===== src/rtl/ostmr_pkg.sv =====
package ostmr_pkg;
  typedef enum logic [0:0] {
    MODE_INTERVAL = 1'b0,
    MODE_FREERUN  = 1'b1
  } mode_t;

  localparam int OFF_CMP    = 'h00;
  localparam int OFF_CNT    = 'h04;
  localparam int OFF_STATUS = 'h10;
  localparam int OFF_START  = 'h14;
  localparam int OFF_STOP   = 'h18;
  localparam int OFF_CTRL   = 'h20;
endpackage


===== src/rtl/ostmr_regs.sv =====
module ostmr_regs
  import ostmr_pkg::*;
#(
  parameter int ADDR_W = 6,
  parameter int DATA_W = 32,
  parameter int CNT_W  = 32
) (
  input  logic                clk,
  input  logic                rst,
  input  logic [ADDR_W-1:0]   addr_i,
  input  logic                wr_i,
  input  logic [DATA_W/8-1:0] be_i,
  input  logic [DATA_W-1:0]   wdata_i,
  input  logic                run_i,
  input  logic [CNT_W-1:0]    cnt_i,
  output logic [DATA_W-1:0]   rdata_o,
  output logic [CNT_W-1:0]    cmp_o,
  output mode_t               mode_o,
  output logic                start_o,
  output logic                stop_o
);
  localparam int LANES = DATA_W / 8;
  localparam logic [ADDR_W-1:0] A_CMP    = ADDR_W'(OFF_CMP);
  localparam logic [ADDR_W-1:0] A_CNT    = ADDR_W'(OFF_CNT);
  localparam logic [ADDR_W-1:0] A_STATUS = ADDR_W'(OFF_STATUS);
  localparam logic [ADDR_W-1:0] A_START  = ADDR_W'(OFF_START);
  localparam logic [ADDR_W-1:0] A_STOP   = ADDR_W'(OFF_STOP);
  localparam logic [ADDR_W-1:0] A_CTRL   = ADDR_W'(OFF_CTRL);

  logic [CNT_W-1:0]  cmp_q;
  mode_t             mode_q;
  logic [DATA_W-1:0] rdata_q;
  logic [DATA_W-1:0] cmp_merge;
  logic              cfg_open;

  // configuration is writable only while the channel is stopped
  assign cfg_open = wr_i && !run_i;

  always_comb begin
    cmp_merge = DATA_W'(cmp_q);
    for (int b = 0; b < LANES; b++) begin
      if (be_i[b]) cmp_merge[b*8 +: 8] = wdata_i[b*8 +: 8];
    end
  end

  always_ff @(posedge clk) begin
    if (rst) begin
      cmp_q  <= '0;
      mode_q <= MODE_INTERVAL;
    end else if (cfg_open) begin
      if (addr_i == A_CMP)              cmp_q  <= cmp_merge[CNT_W-1:0];
      if (addr_i == A_CTRL && be_i[0])  mode_q <= mode_t'(wdata_i[1]);
    end
  end

  assign start_o = wr_i && addr_i == A_START && be_i[0] && wdata_i[0];
  assign stop_o  = wr_i && addr_i == A_STOP  && be_i[0] && wdata_i[0];

  always_ff @(posedge clk) begin
    if (rst) rdata_q <= '0;
    else begin
      case (addr_i)
        A_CMP:    rdata_q <= DATA_W'(cmp_q);
        A_CNT:    rdata_q <= DATA_W'(cnt_i);
        A_STATUS: rdata_q <= DATA_W'(run_i);
        A_CTRL:   rdata_q <= DATA_W'({mode_q, 1'b0});
        default:  rdata_q <= '0;
      endcase
    end
  end

  assign rdata_o = rdata_q;
  assign cmp_o   = cmp_q;
  assign mode_o  = mode_q;

  // configuration frozen while running
  p_cfg_locked_r8: assert property (@(posedge clk) disable iff (rst)
    run_i |=> ($stable(cmp_q) && $stable(mode_q)));
endmodule


===== src/rtl/ostmr_core.sv =====
module ostmr_core
  import ostmr_pkg::*;
#(
  parameter int CNT_W = 32
) (
  input  logic             clk,
  input  logic             rst,
  input  logic             tick_i,
  input  logic             start_i,
  input  logic             stop_i,
  input  mode_t            mode_i,
  input  logic [CNT_W-1:0] cmp_i,
  output logic             run_o,
  output logic [CNT_W-1:0] cnt_o,
  output logic             irq_o
);
  localparam logic [CNT_W-1:0] ONE  = CNT_W'(1);
  localparam logic [CNT_W-1:0] ZERO = '0;

  logic             run_q;
  logic             irq_q;
  logic [CNT_W-1:0] cnt_q;
  logic [CNT_W-1:0] cnt_up;

  assign cnt_up = cnt_q + ONE;

  always_ff @(posedge clk) begin
    if (rst) begin
      run_q <= 1'b0;
      cnt_q <= ZERO;
      irq_q <= 1'b0;
    end else begin
      irq_q <= 1'b0;
      if (stop_i && run_q) begin
        run_q <= 1'b0;                      // stop wins over a tick
      end else if (start_i && !run_q) begin
        run_q <= 1'b1;
        cnt_q <= (mode_i == MODE_FREERUN) ? ZERO : cmp_i;
      end else if (run_q && tick_i) begin
        if (mode_i == MODE_INTERVAL) begin
          if (cnt_q == ZERO) begin
            cnt_q <= cmp_i;
            irq_q <= 1'b1;
          end else begin
            cnt_q <= cnt_q - ONE;
          end
        end else begin
          cnt_q <= cnt_up;
          if (cmp_i != ZERO && cnt_up == cmp_i) irq_q <= 1'b1;
        end
      end
    end
  end

  assign run_o = run_q;
  assign cnt_o = cnt_q;
  assign irq_o = irq_q;

  // a start on an idle channel arms it
  p_start_arms_r3: assert property (@(posedge clk) disable iff (rst)
    (start_i && !run_q) |=> run_q);
  // an idle channel keeps its count
  p_idle_hold_r4: assert property (@(posedge clk) disable iff (rst)
    (!run_q && !start_i) |=> ($stable(cnt_q) && !irq_q));
  // terminal tick reloads and interrupts
  p_reload_r5: assert property (@(posedge clk) disable iff (rst)
    (run_q && tick_i && !stop_i && mode_i == MODE_INTERVAL && cnt_q == ZERO)
      |=> (irq_q && cnt_q == $past(cmp_i)));
  // free-running step of one, wrapping at the width
  p_freerun_step_r6: assert property (@(posedge clk) disable iff (rst)
    (run_q && tick_i && !stop_i && mode_i == MODE_FREERUN)
      |=> cnt_q == CNT_W'($past(cnt_q) + ONE));
  // no tick, no change
  p_no_tick_r9: assert property (@(posedge clk) disable iff (rst)
    (run_q && !tick_i && !stop_i) |=> ($stable(cnt_q) && !irq_q));
  // stop discards a coincident tick
  p_stop_wins_r10: assert property (@(posedge clk) disable iff (rst)
    (run_q && stop_i) |=> (!run_q && !irq_q && $stable(cnt_q)));
endmodule


===== src/rtl/ostimer_chan.sv =====
module ostimer_chan
  import ostmr_pkg::*;
#(
  parameter int ADDR_W = 6,
  parameter int DATA_W = 32,
  parameter int CNT_W  = 32
) (
  input  logic                clk,
  input  logic                rst,
  input  logic [ADDR_W-1:0]   bus_addr,
  input  logic                bus_wr,
  input  logic [DATA_W/8-1:0] bus_be,
  input  logic [DATA_W-1:0]   bus_wdata,
  output logic [DATA_W-1:0]   bus_rdata,
  input  logic                tick,
  output logic                irq
);
  logic             run;
  logic             start_req;
  logic             stop_req;
  logic [CNT_W-1:0] cnt;
  logic [CNT_W-1:0] cmp;
  mode_t            mode;

  ostmr_regs #(.ADDR_W(ADDR_W), .DATA_W(DATA_W), .CNT_W(CNT_W)) u_regs (
    .clk     (clk),
    .rst     (rst),
    .addr_i  (bus_addr),
    .wr_i    (bus_wr),
    .be_i    (bus_be),
    .wdata_i (bus_wdata),
    .run_i   (run),
    .cnt_i   (cnt),
    .rdata_o (bus_rdata),
    .cmp_o   (cmp),
    .mode_o  (mode),
    .start_o (start_req),
    .stop_o  (stop_req)
  );

  ostmr_core #(.CNT_W(CNT_W)) u_core (
    .clk     (clk),
    .rst     (rst),
    .tick_i  (tick),
    .start_i (start_req),
    .stop_i  (stop_req),
    .mode_i  (mode),
    .cmp_i   (cmp),
    .run_o   (run),
    .cnt_o   (cnt),
    .irq_o   (irq)
  );

  // interrupt line quiet during reset release
  p_irq_needs_run_r1: assert property (@(posedge clk) disable iff (rst)
    irq |-> $past(run));
endmodule


===== config.mk =====
export PLATFORM = sky130hd
export DESIGN_NAME = ostimer_chan
export DESIGN_NICKNAME = d
export VERILOG_FILES = /design/src/rtl/ostmr_pkg.sv /design/src/rtl/ostmr_regs.sv /design/src/rtl/ostmr_core.sv /design/src/rtl/ostimer_chan.sv
export SDC_FILE = /design/constraint.sdc
export NUM_CORES = 1
export LEC_CHECK = 0
export CORE_MARGIN = 4
export CORE_UTILIZATION = 40
export CTS_BUF_LIST = sky130_fd_sc_hd__clkbuf_8
export DETAILED_ROUTE_END_ITERATION = 10
export DONT_BUFFER_PORTS = 1
export PLACE_DENSITY = 0.57
export SYNTH_ARGS = -nofsm -noshare
export SYNTH_HDL_FRONTEND = slang
export SYNTH_SLANG_ARGS = --single-unit

===== constraint.sdc =====
create_clock -name clk -period 2.75 [get_ports clk]
set_input_delay 0.1375 -clock clk [delete_from_list [all_inputs] [get_ports clk]]
set_output_delay 0.1375 -clock clk [all_outputs]
set_load 0.05 [all_outputs]

==> metrics.md, run 1 <==
| Metric | Value |
|---|---|
| Status | finished, final reports clean |
| WL final | 25710 µm |
| Area leader, netlist | dfxtp_1 |
| Hold Path Stages | 2 |
| Slew Limit Headroom | 44.10% |
| Chip Height | 136.2 µm |
| R2r setup slk | 0.09 ns |
| Final Hold Vio Count | 0 |
| Via/cell ratio | 6.054 |
| Most instantiated cells after synthesis | nor2_1, dfxtp_1, clkbuf_1 |
| Synthesized Nets | 896 |
| Largest net degree at the start of global routing | 64 |
| Post-CTS Setup Inserts | 0 |
| Worst R2R Path Depth | 11 |
| Level count of the clock H-tree | 3 |
| Width of the die | 136.2 µm |
| Setup-failing EPs final | 0 |
| Routed WL per cell | 22.24 µm |
| Worst Setup Path Type | register to register |
| Arr. time, crit path | 2.98 ns |
| First-pass GRT wire length | 39390 µm |
| Setup crit end kind | register |
| Post-synthesis cell count | 847 |
| Worst path most repeated cell | buf_4 |
| Primary FF master, synth | dfxtp_1 |
| Placer Congestion | 0.9728 |
| Root Driver | clkbuf_8 |
| Final worst slack | 0.08795 ns |
| Cell Chain, Critical Path | ha_1 -> nand4_1 -> nor3_2 -> buf_4 -> nand3_1 -> buf_4 -> o211a_1 -> a311oi_1 -> o21ai_0 -> a2111o_1 -> o32ai_2 |
| All-Layer GR Usage | 27.87% |
| RSZ-0062 raised after global routing | yes |
| Count leader, synth | nor2_1 |
| Critical path's largest stage delay | 0.39 ns |
| GRT overflow | 0 |
| CTS tree | yes |
| Vias in the first global route | 6675 |
| Reg clk slew, reported paths | 0.10 ns |
| Max-cap viol count | 0 |
| Max stage delay cell, worst path | dfxtp_1 |
| Sequential share of the synthesized area | 30.17% |
| Post-route clock period utilization | 96.80% |
| Die area | 18540 µm² |
| Clock Sinks | 99 |
| Post-Place Setup Slack | 0.06163 ns |
| Cell area after placement | 7497 µm² |
| Fillers | 1621 |
| CTS Buffer Depth | 2 |
| EDFF count, synth | 0 |
| FF-to-FF Start | u_core.cnt_o[1]$_SDFFE_PP0P_ |
| Fmax achieved | 375.7 MHz |
| Port bufs | 0 |
| DR pass1 iterations | 6 |
| Clk Latency, worst-skew pair | 0.39 ns |
| FF-to-FF End | u_core.irq_o$_SDFF_PP0_ |
| Synth Cell Area | 6569 µm² |
| Synth top area share | 30.17% |
| Antenna Cells | 0 |
| Worst hold margin | 0.03010 ns |
| Post-synthesis async set-or-reset flop share | 0% |
| Startpoint types | register |
| Detailed Place HPWL | 19020 µm |
| Share of cells above drive strength 1 | 18.51% |
| Final net count | 985 |
| TritonCTS Buffers | 9 |
| Post-route ant nets | 0 |
| Worst Hold End | u_regs.rdata_o[0]$_SDFF_PP0_ |
| DRC | 0 |
| Initial antenna violation count | 0 |
| Skew final | 0.01086 ns |
| Peak VDD IR | 0.2611 mV |
| 1st-iter DRT viols | 682 |
| Hold Path Origin | bus_addr[2] |
| Final Power | 2735 µW |
| I/O Pins | 79 |
| CP required | 3.06 ns |
| Worst slew pin tran | 0.8309 ns |
| Rows | 46 |
| Flops & latches, synth | 99 |
| Vias | 6998 |
| Core area | 16000 µm² |
| Area grow syn2layout | 24.06% |
| Leak pwr | 0.003257 µW |
| P per Cell Area | 335.6 nW/µm² |
| Distinct cells, synth | 75 |
| Final non-filler cell area | 8149 µm² |
| Initial Utilization | 41.05% |
| Syn_area_per_cell | 7.755 µm² |
| Ranking of synthesized cells by area | dfxtp_1, nor2_1, xnor2_1, mux2i_1, a22oi_1 |
| Minimum clock period | 2.662 ns |
| Ys Warns | 0 |
| Worst hold path class | input pin to register |
| Final Slew Violations | 0 |
| Worst Path Max Fanout | 10 |
==> area by class of cell <==
type	instances	area (µm²)	area share (%)
well taps	216	270.3	3.316
multi-input cells	648	4268	52.37
flip-flops and latches	99	1983	24.34
inverters	19	71.32	0.8752
clock buffers	9	123.9	1.520
clock inverters	6	83.83	1.029
repair buffers	159	1349	16.55
==> registers in the layout, summed over array words and instances, names as in the netlist <==
| register | flops |
|---|---|
| u_regs.rdata_o | 32 |
| u_regs.cmp_o | 32 |
| u_core.irq_o | 1 |
| u_regs.mode_o | 1 |
| u_core.cnt_o | 32 |
| u_core.run_o | 1 |
==> critical path: cells and delay by family (launching register included) <==
family,cells,cell delay (ns)
buffers and inverters,2,0.35
and+or+nand+nor,3,0.58
DFF,1,0.39
AOI/OAI and AO/OA,5,1.02
adders and majority gates,1,0.23
==> layer usage <==
metal  vias to the layer above  GRT usage [%]  wire (µm)
li1                       3274              -          -
met1                      3378          38.01      11390
met2                       299          44.28      11710
met3                        47          6.181       2028
met4                         0          8.007        583
met5                         -              0          0
==> stage by stage <==
stage | utilization [%] | std cells | TNS [ns]
after floorplan | - | 847 | 0
after global placement | 46.86 | 1106 | 0
after detailed placement | 46.86 | 1106 | 0
after CTS | 50.45 | 1156 | 0
after global routing | 50.93 | 1156 | -0.02260
final | 50.93 | 1156 | 0
==> power breakdown <==
group / switching [µW] / internal [µW] / leakage (µW)
Sequential: 3.50 / 1430 / 0.000798
Combinational: 139 / 123 / 0.00235
Clock: 532 / 503 / 0.000108
==> worst max path at each step <==
stage          slack [ns]                      end                           from
3_3_place_gp         0.10  u_core.irq_o$_SDFF_PP0_   u_core.cnt_o[0]$_SDFFE_PP0P_
3_5_place_dp         0.06  u_core.irq_o$_SDFF_PP0_   u_core.cnt_o[0]$_SDFFE_PP0P_
5_1_grt             -0.02  u_core.irq_o$_SDFF_PP0_  u_core.cnt_o[16]$_SDFFE_PP0P_
2_1_floorplan        0.07  u_core.irq_o$_SDFF_PP0_   u_core.cnt_o[7]$_SDFFE_PP0P_
6_report             0.09  u_core.irq_o$_SDFF_PP0_   u_core.cnt_o[1]$_SDFFE_PP0P_
4_1_cts              0.02  u_core.irq_o$_SDFF_PP0_   u_core.cnt_o[0]$_SDFFE_PP0P_
==> logic make-up after synthesis <==
| logic type | synth area share (%) |
|---|---|
| compound gates | 21.89 |
| xor+xnor | 8.667 |
| fa+ha+maj | 0.5715 |
| buf+inv | 6.190 |
| flops | 30.17 |
| mux | 5.829 |
| simple gates | 26.69 |
==> repair_timing <==
action / CTS / global route
resized for setup: 0 / 16
endpoints found under the setup margin: 0 / 4
hold endpoints to repair: 64 / 0
hold buffers: 35 / 0
==> cell usage in the layout, fill, tap and decap left out, drive strengths merged, types with 32 or more instances in the layout <==
cell type	instances
a22oi	35
dfxtp	99
buf	125
nand3	32
o21ai	36
xnor2	42
mux2i	36
nor2	123
nand2	47
a21oi	33
dlygate4sd3	34
Note: power is estimated with default switching activity, not from simulation.
==> run 2: changes to the inputs <==
--- a/config.mk
+++ b/config.mk
@@ -10,6 +10,7 @@
 export CTS_BUF_LIST = sky130_fd_sc_hd__clkbuf_8
 export DETAILED_ROUTE_END_ITERATION = 10
 export DONT_BUFFER_PORTS = 1
+export HOLD_SLACK_MARGIN = 0.15
 export PLACE_DENSITY = 0.57
 export SYNTH_ARGS = -nofsm -noshare
 export SYNTH_HDL_FRONTEND = slang
==> run 2 against run 1 <==
Effect of this change: die area did not move; total power rose by 0.45%; worst hold slack improved by 0.25 ns; clock power barely moved; critical path depth did not move; cell count rose by 1.2%; non-clock buffer count rose by 14; maximum frequency fell by 0.99%; routed wire length rose by 0.47%; via count rose by 0.66%; clock-buffer cell count did not move; largest power group unchanged.
==> metrics.md, run 2 (synthesis results as in run 1) <==
| Metric | Value |
|---|---|
| Level count of the clock H-tree | 3 (unchanged) |
| Chip Height | 136.2 µm (unchanged) |
| WL final | 25830 µm (+0.47%) |
| Fillers | 1601 (-1.2%) |
| All-Layer GR Usage | 27.95% (+0.078 points) |
| Detailed Place HPWL | 19020 µm (unchanged) |
| Startpoint types | register |
| Vias | 7044 (+0.66%) |
| Initial Utilization | 41.05% (unchanged) |
| Leak pwr | 0.003340 µW (+2.6%) |
| Width of the die | 136.2 µm (unchanged) |
| GRT overflow | 0 (unchanged) |
| CP required | 3.07 ns (about the same) |
| Via/cell ratio | 6.021 (-0.55%) |
| Routed WL per cell | 22.08 µm (-0.73%) |
| Worst Path Max Fanout | 10 (unchanged) |
| Setup TNS | 0 ns (unchanged) |
| I/O Pins | 79 (unchanged) |
| Worst hold path class | input pin to register |
| Post-route clock period utilization | 97.77% (+0.96 points) |
| Minimum clock period | 2.689 ns (+0.02649 ns) |
| First-pass GRT wire length | 39600 µm (+0.54%) |
| Reg clk slew, reported paths | 0.10 ns (about the same) |
| Setup-failing EPs final | 0 (unchanged) |
| Fmax achieved | 371.9 MHz (-0.99%) |
| 1st-iter DRT viols | 590 (-13%) |
| Area grow syn2layout | 26.19% |
| Root Driver | clkbuf_8 |
| Vias in the first global route | 6732 (+0.85%) |
| Final Non-Filler Cells | 1170 (+1.2%) |
| Placer Congestion | 0.9728 (unchanged) |
| P per Cell Area | 331.5 nW/µm² (-1.2%) |
| Skew final | 0.01138 ns (+0.0005174 ns) |
| Port bufs | 0 (unchanged) |
| Final Hold Vio Count | 0 (unchanged) |
| Final worst slack | 0.06146 ns (-0.02649 ns) |
| Final Power | 2748 µW (+0.45%) |
| RSZ-0062 raised after global routing | yes |
| Initial antenna violation count | 0 (unchanged) |
| Status | finished, final reports clean |
| DR pass1 iterations | 6 (unchanged) |
| Worst slew pin tran | 0.8463 ns (+0.01543 ns) |
| Max-cap viol count | 0 (unchanged) |
| Clock Sinks | 99 (unchanged) |
| Worst Setup Path Type | register to register |
| Setup crit end kind | register |
| Share of cells above drive strength 1 | 18.24% (-0.27 points) |
| Post-Place Setup Slack | 0.06163 ns (unchanged) |
| Multi-input gate area | 4268 µm² (unchanged) |
| Placed Instances | 1106 (unchanged) |
| Die area | 18540 µm² (unchanged) |
| TritonCTS Buffers | 9 (unchanged) |
| Slew Limit Headroom | 43.06% (-1.0 points) |
| Arr. time, crit path | 3.01 ns (+0.03 ns) |
| Clk Latency, worst-skew pair | 0.39 ns (about the same) |
| CTS Buffer Depth | 2 (unchanged) |
| Antenna Cells | 0 (unchanged) |
| Post-route ant nets | 0 (unchanged) |
| Rows | 46 (unchanged) |
| Final Slew Violations | 0 (unchanged) |
| Final net count | 999 (+1.4%) |
| Most frequent cells in the layout | nor2_1, buf_4, dfxtp_1 |
| Peak VDD IR | 0.2610 mV (about the same) |
| Largest net degree at the start of global routing | 66 (+3.1%) |
| Core area | 16000 µm² (unchanged) |
| Reg area | 1983 µm² (unchanged) |
| Leading cell type in the layout, fill and taps excluded | nor2_1 |
| CTS tree | yes |
| DRC | 0 (unchanged) |
[run 2: cell count changes in the layout (fill, tap and decap cells not counted), sizes merged]
cell         change
dlygate4sd3     +14
[run 2: cell type report]
class | count | area share, %
tap | 216 | 3.260
multi-input combinational | 648 | 51.49
sequential | 99 | 23.92
timing repair buffer | 173 | 17.96
clock inverter | 6 | 1.011
clock buffer | 9 | 1.494
inverter | 19 | 0.8604
[run 2: per-layer routing]
layer  share of wire [%]  global-route usage (%)
met3                 7.9                   6.366
met5                   0                       0
met2                  45                   44.50
met4                 2.4                   8.343
met1                  44                   37.80
[run 2: critical path: stages (launching register included)]
cell      delay (ns)
dfxtp_1         0.39
ha_1            0.22
nand4_1         0.28
nor3_2          0.21
buf_4           0.14
nand3_1         0.10
buf_4           0.21
o211a_1         0.25
a311oi_1        0.21
o21ai_0         0.13
a2111o_1        0.37
o32ai_2         0.09
[run 2: path summary, 6_finish.rpt]
path,from,end,slack [ns],cells past startpoint
worst max-delay path,u_core.cnt_o[1]$_SDFFE_PP0P_,u_core.irq_o$_SDFF_PP0_,0.06,11
worst min-delay path,bus_addr[5],u_regs.rdata_o[30]$_SDFF_PP0_,0.28,4
worst max register to register,u_core.cnt_o[1]$_SDFFE_PP0P_,u_core.irq_o$_SDFF_PP0_,0.06,11
worst min register to register,u_regs.cmp_o[1]$_SDFFE_PP0P_,u_regs.cmp_o[1]$_SDFFE_PP0P_,0.60,2
[run 2: per-stage QoR]
stage	utilization [%]	area, µm²	hold WS, ns
floorplan	-	6569	0.2814
global placement	46.86	7497	0.2183
detailed placement	46.86	7497	0.2178
CTS	51.33	8213	0.2470
global route	51.81	8289	0.2991
finish	51.81	8289	0.2766
[run 2: timing repair]
action                                 4_1_cts  5_1_grt
hold buffers                                49        0
endpoints found under the hold margin       68        0
setup buffers                                0        0
setup endpoints to repair                    0        4
gates resized for setup                      0       16
[run 2: report_power, final]
group	switching (µW)	total, µW	internal, µW
registers	3.51	1440	1430
logic	141	267	126
clock network	539	1040	503
total	684	2750	2060
==> run 3: changes to the inputs <==
--- a/config.mk
+++ b/config.mk
@@ -14,4 +14,5 @@
 export PLACE_DENSITY = 0.57
 export SYNTH_ARGS = -nofsm -noshare
 export SYNTH_HDL_FRONTEND = slang
+export SYNTH_HIERARCHICAL = 1
 export SYNTH_SLANG_ARGS = --single-unit
==> run 3 against run 2 <==
Effect of this change: via count rose by 7.4%; critical path type unchanged; synthesized cell count rose by 9.1%; sequential power barely moved; non-clock buffer count fell by 25; flip-flop and latch count did not move; first-iteration DRC count rose by 32%; worst hold slack got worse by 0.098 ns; total power rose by 5.7%; clock-buffer cell count rose by 1; setup slack improved by 0.12 ns; highest routed layer unchanged.
==> metrics.md, run 3 <==
| Metric | Value |
|---|---|
| Skew final | 0.01515 ns (+0.003769 ns) |
| 1st-iter DRT viols | 779 (+32%) |
| Ranking of synthesized cells by area | dfxtp_1, nand2b_1, nand3_1, a21oi_1, mux2i_1 |
| Post-synthesis cell count | 924 (+9.1%) |
| Reg area | 1986 µm² (+0.13%) |
| Setup-failing EPs final | 0 (unchanged) |
| Status | finished, final reports clean |
| DRC | 0 (unchanged) |
| Final Power | 2904 µW (+5.7%) |
| Most instantiated cells after synthesis | dfxtp_1, nand3_1, a21oi_1 |
| Post-route ant nets | 0 (unchanged) |
| Initial Utilization | 40.78% (-0.28 points) |
| Startpoint types | register |
| Post-route clock period utilization | 93.48% (-4.3 points) |
| Worst Setup Path Type | register to register |
| Worst slew pin tran | 1.288 ns (+0.4417 ns) |
| Worst Hold End | u_core/run_o$_SDFFE_PP0P_ |
| First-pass GRT wire length | 43070 µm (+8.8%) |
| Distinct cells, synth | 75 (unchanged) |
| TritonCTS Buffers | 9 (unchanged) |
| Leading cell type in the layout, fill and taps excluded | dfxtp_1 |
| Fillers | 1756 (+9.7%) |
| Root Driver | clkbuf_8 |
| Level count of the clock H-tree | 3 (unchanged) |
| Ys Warns | 6 (+6) |
| Vias in the first global route | 7345 (+9.1%) |
| Final Slew Violations | 0 (unchanged) |
| Placer Congestion | 0.9749 (+0.22%) |
| All-Layer GR Usage | 27.74% (-0.21 points) |
| Arr. time, crit path | 2.89 ns (-0.12 ns) |
| Worst Path Max Fanout | 9 (-1) |
| Flop pwr share | 49.7% (-2.6 points) |
| Clock Sinks | 99 (unchanged) |
| Minimum clock period | 2.571 ns (-0.1177 ns) |
| Max stage delay cell, worst path | dfxtp_1 |
| Leak pwr | 0.003096 µW (-7.3%) |
| CP Buf/Inv Count | 0 (-2) |
| Switching power | 825.2 µW (+21%) |
| Slew Limit Headroom | 13.82% (-29 points) |
| Combinational group share of total power | 13.3% (+3.6 points) |
| FF-to-FF Start | u_core/cnt_o[11]$_SDFFE_PP0P_ |
| Share of cells above drive strength 1 | 15.05% (-3.2 points) |
| R2r setup slk | 0.18 ns (+0.12 ns) |
| Detailed Place HPWL | 19490 µm (+2.5%) |
| Vias | 7563 (+7.4%) |
| Area grow syn2layout | 21.55% |
| FF-to-FF End | u_core/irq_o$_SDFF_PP0_ |
| Critical path's largest stage delay | 0.56 ns (+0.17 ns) |
| Post-CTS Setup Inserts | 0 (unchanged) |
| Post-synthesis async set-or-reset flop share | 0% (unchanged) |
| EDFF count, synth | 0 (unchanged) |
| Primary FF master, synth | dfxtp_1 |
| Final net count | 1047 (+4.8%) |
| Synth top area share | 28.10% (-2.1 points) |
| Rows | 48 (+4.3%) |
| Final Hold Vio Count | 0 (unchanged) |
| Synth Cell Area | 7053 µm² (+7.4%) |
| Width of the die | 140.8 µm (+3.4%) |
| Setup crit end kind | register |
| Worst hold margin | 0.1789 ns (-0.09764 ns) |
| Worst R2R Path Depth | 7 (-4) |
| Placed Instances | 1154 (+4.3%) |
| Clk Latency, worst-skew pair | 0.41 ns (+0.02 ns) |
| Multi-input gate area | 4748 µm² (+11%) |
| Clock power share | 36.9% (-1.0 points) |
| Reg clk slew, reported paths | 0.11 ns (about the same) |
| P per Cell Area | 338.7 nW/µm² (+2.2%) |
| Core area | 17300 µm² (+8.1%) |
| Most frequent cells in the layout | dfxtp_1, buf_4, nand3_1 |
| Largest net degree at the start of global routing | 97 (+47%) |
| Int Power | 2079 µW (+0.71%) |
| CTS Buffer Depth | 2 (unchanged) |
| CTS tree | yes |
| DR pass1 iterations | 5 (-1) |
| Sequential share of the synthesized area | 28.10% (-2.1 points) |
| Flops & latches, synth | 99 (unchanged) |
| Worst hold path class | input pin to register |
| Sw Share | 28.42% (+3.5 points) |
| RSZ-0062 raised after global routing | no |
| Initial antenna violation count | 0 (unchanged) |
| Via/cell ratio | 6.154 (+2.2%) |
| CP required | 3.07 ns (about the same) |
| Hold Path Origin | bus_wdata[0] |
| Final Non-Filler Cells | 1229 (+5.0%) |
| Routed WL per cell | 22.83 µm (+3.4%) |
| Port bufs | 0 (unchanged) |
| Synthesized Nets | 973 (+8.6%) |
| GRT overflow | 0 (unchanged) |
| Max-cap viol count | 0 (unchanged) |
| Fmax achieved | 389.0 MHz (+4.6%) |
| I/O Pins | 79 (unchanged) |
| Cell Chain, Critical Path | nand4_1 -> nor4_2 -> and3_1 -> xnor2_1 -> nor4_1 -> nand4_1 -> o31ai_1 |
| Die area | 19820 µm² (+6.9%) |
| Top delay family on crit path | simple AND/OR/NAND/NOR gates |
| Peak VDD IR | 0.3126 mV (+20%) |
| Area leader, netlist | dfxtp_1 |
| Worst path most repeated cell | nand4_1 |
| Hold Path Stages | 4 (unchanged) |
| Chip Height | 140.8 µm (+3.4%) |
| Syn_area_per_cell | 7.633 µm² (-1.6%) |
| WL final | 28060 µm (+8.6%) |
| Count leader, synth | dfxtp_1 |
run 3: cell types whose count changed after synthesis, sizes merged, moves of 17 or more:
cell | previous run | this run
a21oi | 33 | 80
nand2b | 6 | 70
nor3 | 22 | 39
a22oi | 35 | 8
nand3 | 32 | 87
nor2 | 123 | 55
run 3: how the worst max path moves through the flow:
stage,start,endpoint,slack [ns],cells after the start
after floorplan,u_core/cnt_o[1]$_SDFFE_PP0P_,u_core/irq_o$_SDFF_PP0_,0.35,8
after global placement,u_core/cnt_o[1]$_SDFFE_PP0P_,u_core/irq_o$_SDFF_PP0_,0.02,8
after detailed placement,u_core/cnt_o[1]$_SDFFE_PP0P_,u_core/irq_o$_SDFF_PP0_,-0.01,8
after CTS,u_core/cnt_o[11]$_SDFFE_PP0P_,u_core/irq_o$_SDFF_PP0_,0.05,7
after global routing,u_core/cnt_o[11]$_SDFFE_PP0P_,u_core/irq_o$_SDFF_PP0_,0.02,7
final,u_core/cnt_o[11]$_SDFFE_PP0P_,u_core/irq_o$_SDFF_PP0_,0.18,7
run 3: stage by stage:
step | utilization, % | setup slack, ns | area (µm²) | TNS (ns)
after global placement | 44.52 | 0.02148 | 7700 | 0
after global routing | 49.55 | 0.01537 | 8571 | 0
after CTS | 49.29 | 0.05031 | 8526 | 0
after floorplan | - | 0.3545 | 7053 | 0
after detailed placement | 44.52 | -0.01425 | 7700 | -0.01425
final | 49.57 | 0.1792 | 8573 | 0
run 3: kinds of logic after synthesis:
group | share of synthesized area [%]
AND/OR/NAND/NOR | 33.17
XOR/XNOR | 7.735
AO/OA/AOI/OAI | 19.09
adder cells (fa/ha/maj) | 0.5323
multiplexers | 5.730
buffers and inverters | 5.641
flip-flops | 28.10
run 3: cell type report:
| cell class | count | share of cell area, % |
|---|---|---|
| multi-input cells | 726 | 55.39 |
| inverters | 14 | 0.6130 |
| clock inverters | 6 | 0.9194 |
| repair buffers | 148 | 15.00 |
| clock buffers | 10 | 1.605 |
| well taps | 225 | 3.284 |
| diodes | 1 | 0.02919 |
| flip-flops and latches | 99 | 23.16 |
run 3: timing repair:
| action | in CTS | in global routing |
|---|---|---|
| resized for setup | 2 | 10 |
| setup endpoints to repair | 1 | 7 |
| hold buffers | 58 | 0 |
| pin swaps | 0 | 1 |
| hold endpoints to repair | 81 | 0 |
run 3: power by group through the flow:
stage          Clock, µW  Combinational, µW  Sequential (µW)
2_1_floorplan          0                203             1470
3_3_place_gp           0                305             1480
3_5_place_dp           0                305             1480
4_1_cts             1090                376             1440
5_1_grt             1140                412             1450
6_report            1070                387             1440
run 3: tightest hold or removal path: stages:
cell,delay [ns]
nand4_1,0.08
nor3_1,0.07
nand2b_1,0.14
a21oi_1,0.13
run 3: per-layer routing:
| layer | routed length (µm) | GRT usage [%] |
|---|---|---|
| met5 | 0 | 0 |
| met4 | 1401 | 13.00 |
| met3 | 1782 | 5.699 |
| met2 | 13040 | 45.01 |
| met1 | 11840 | 35.33 |
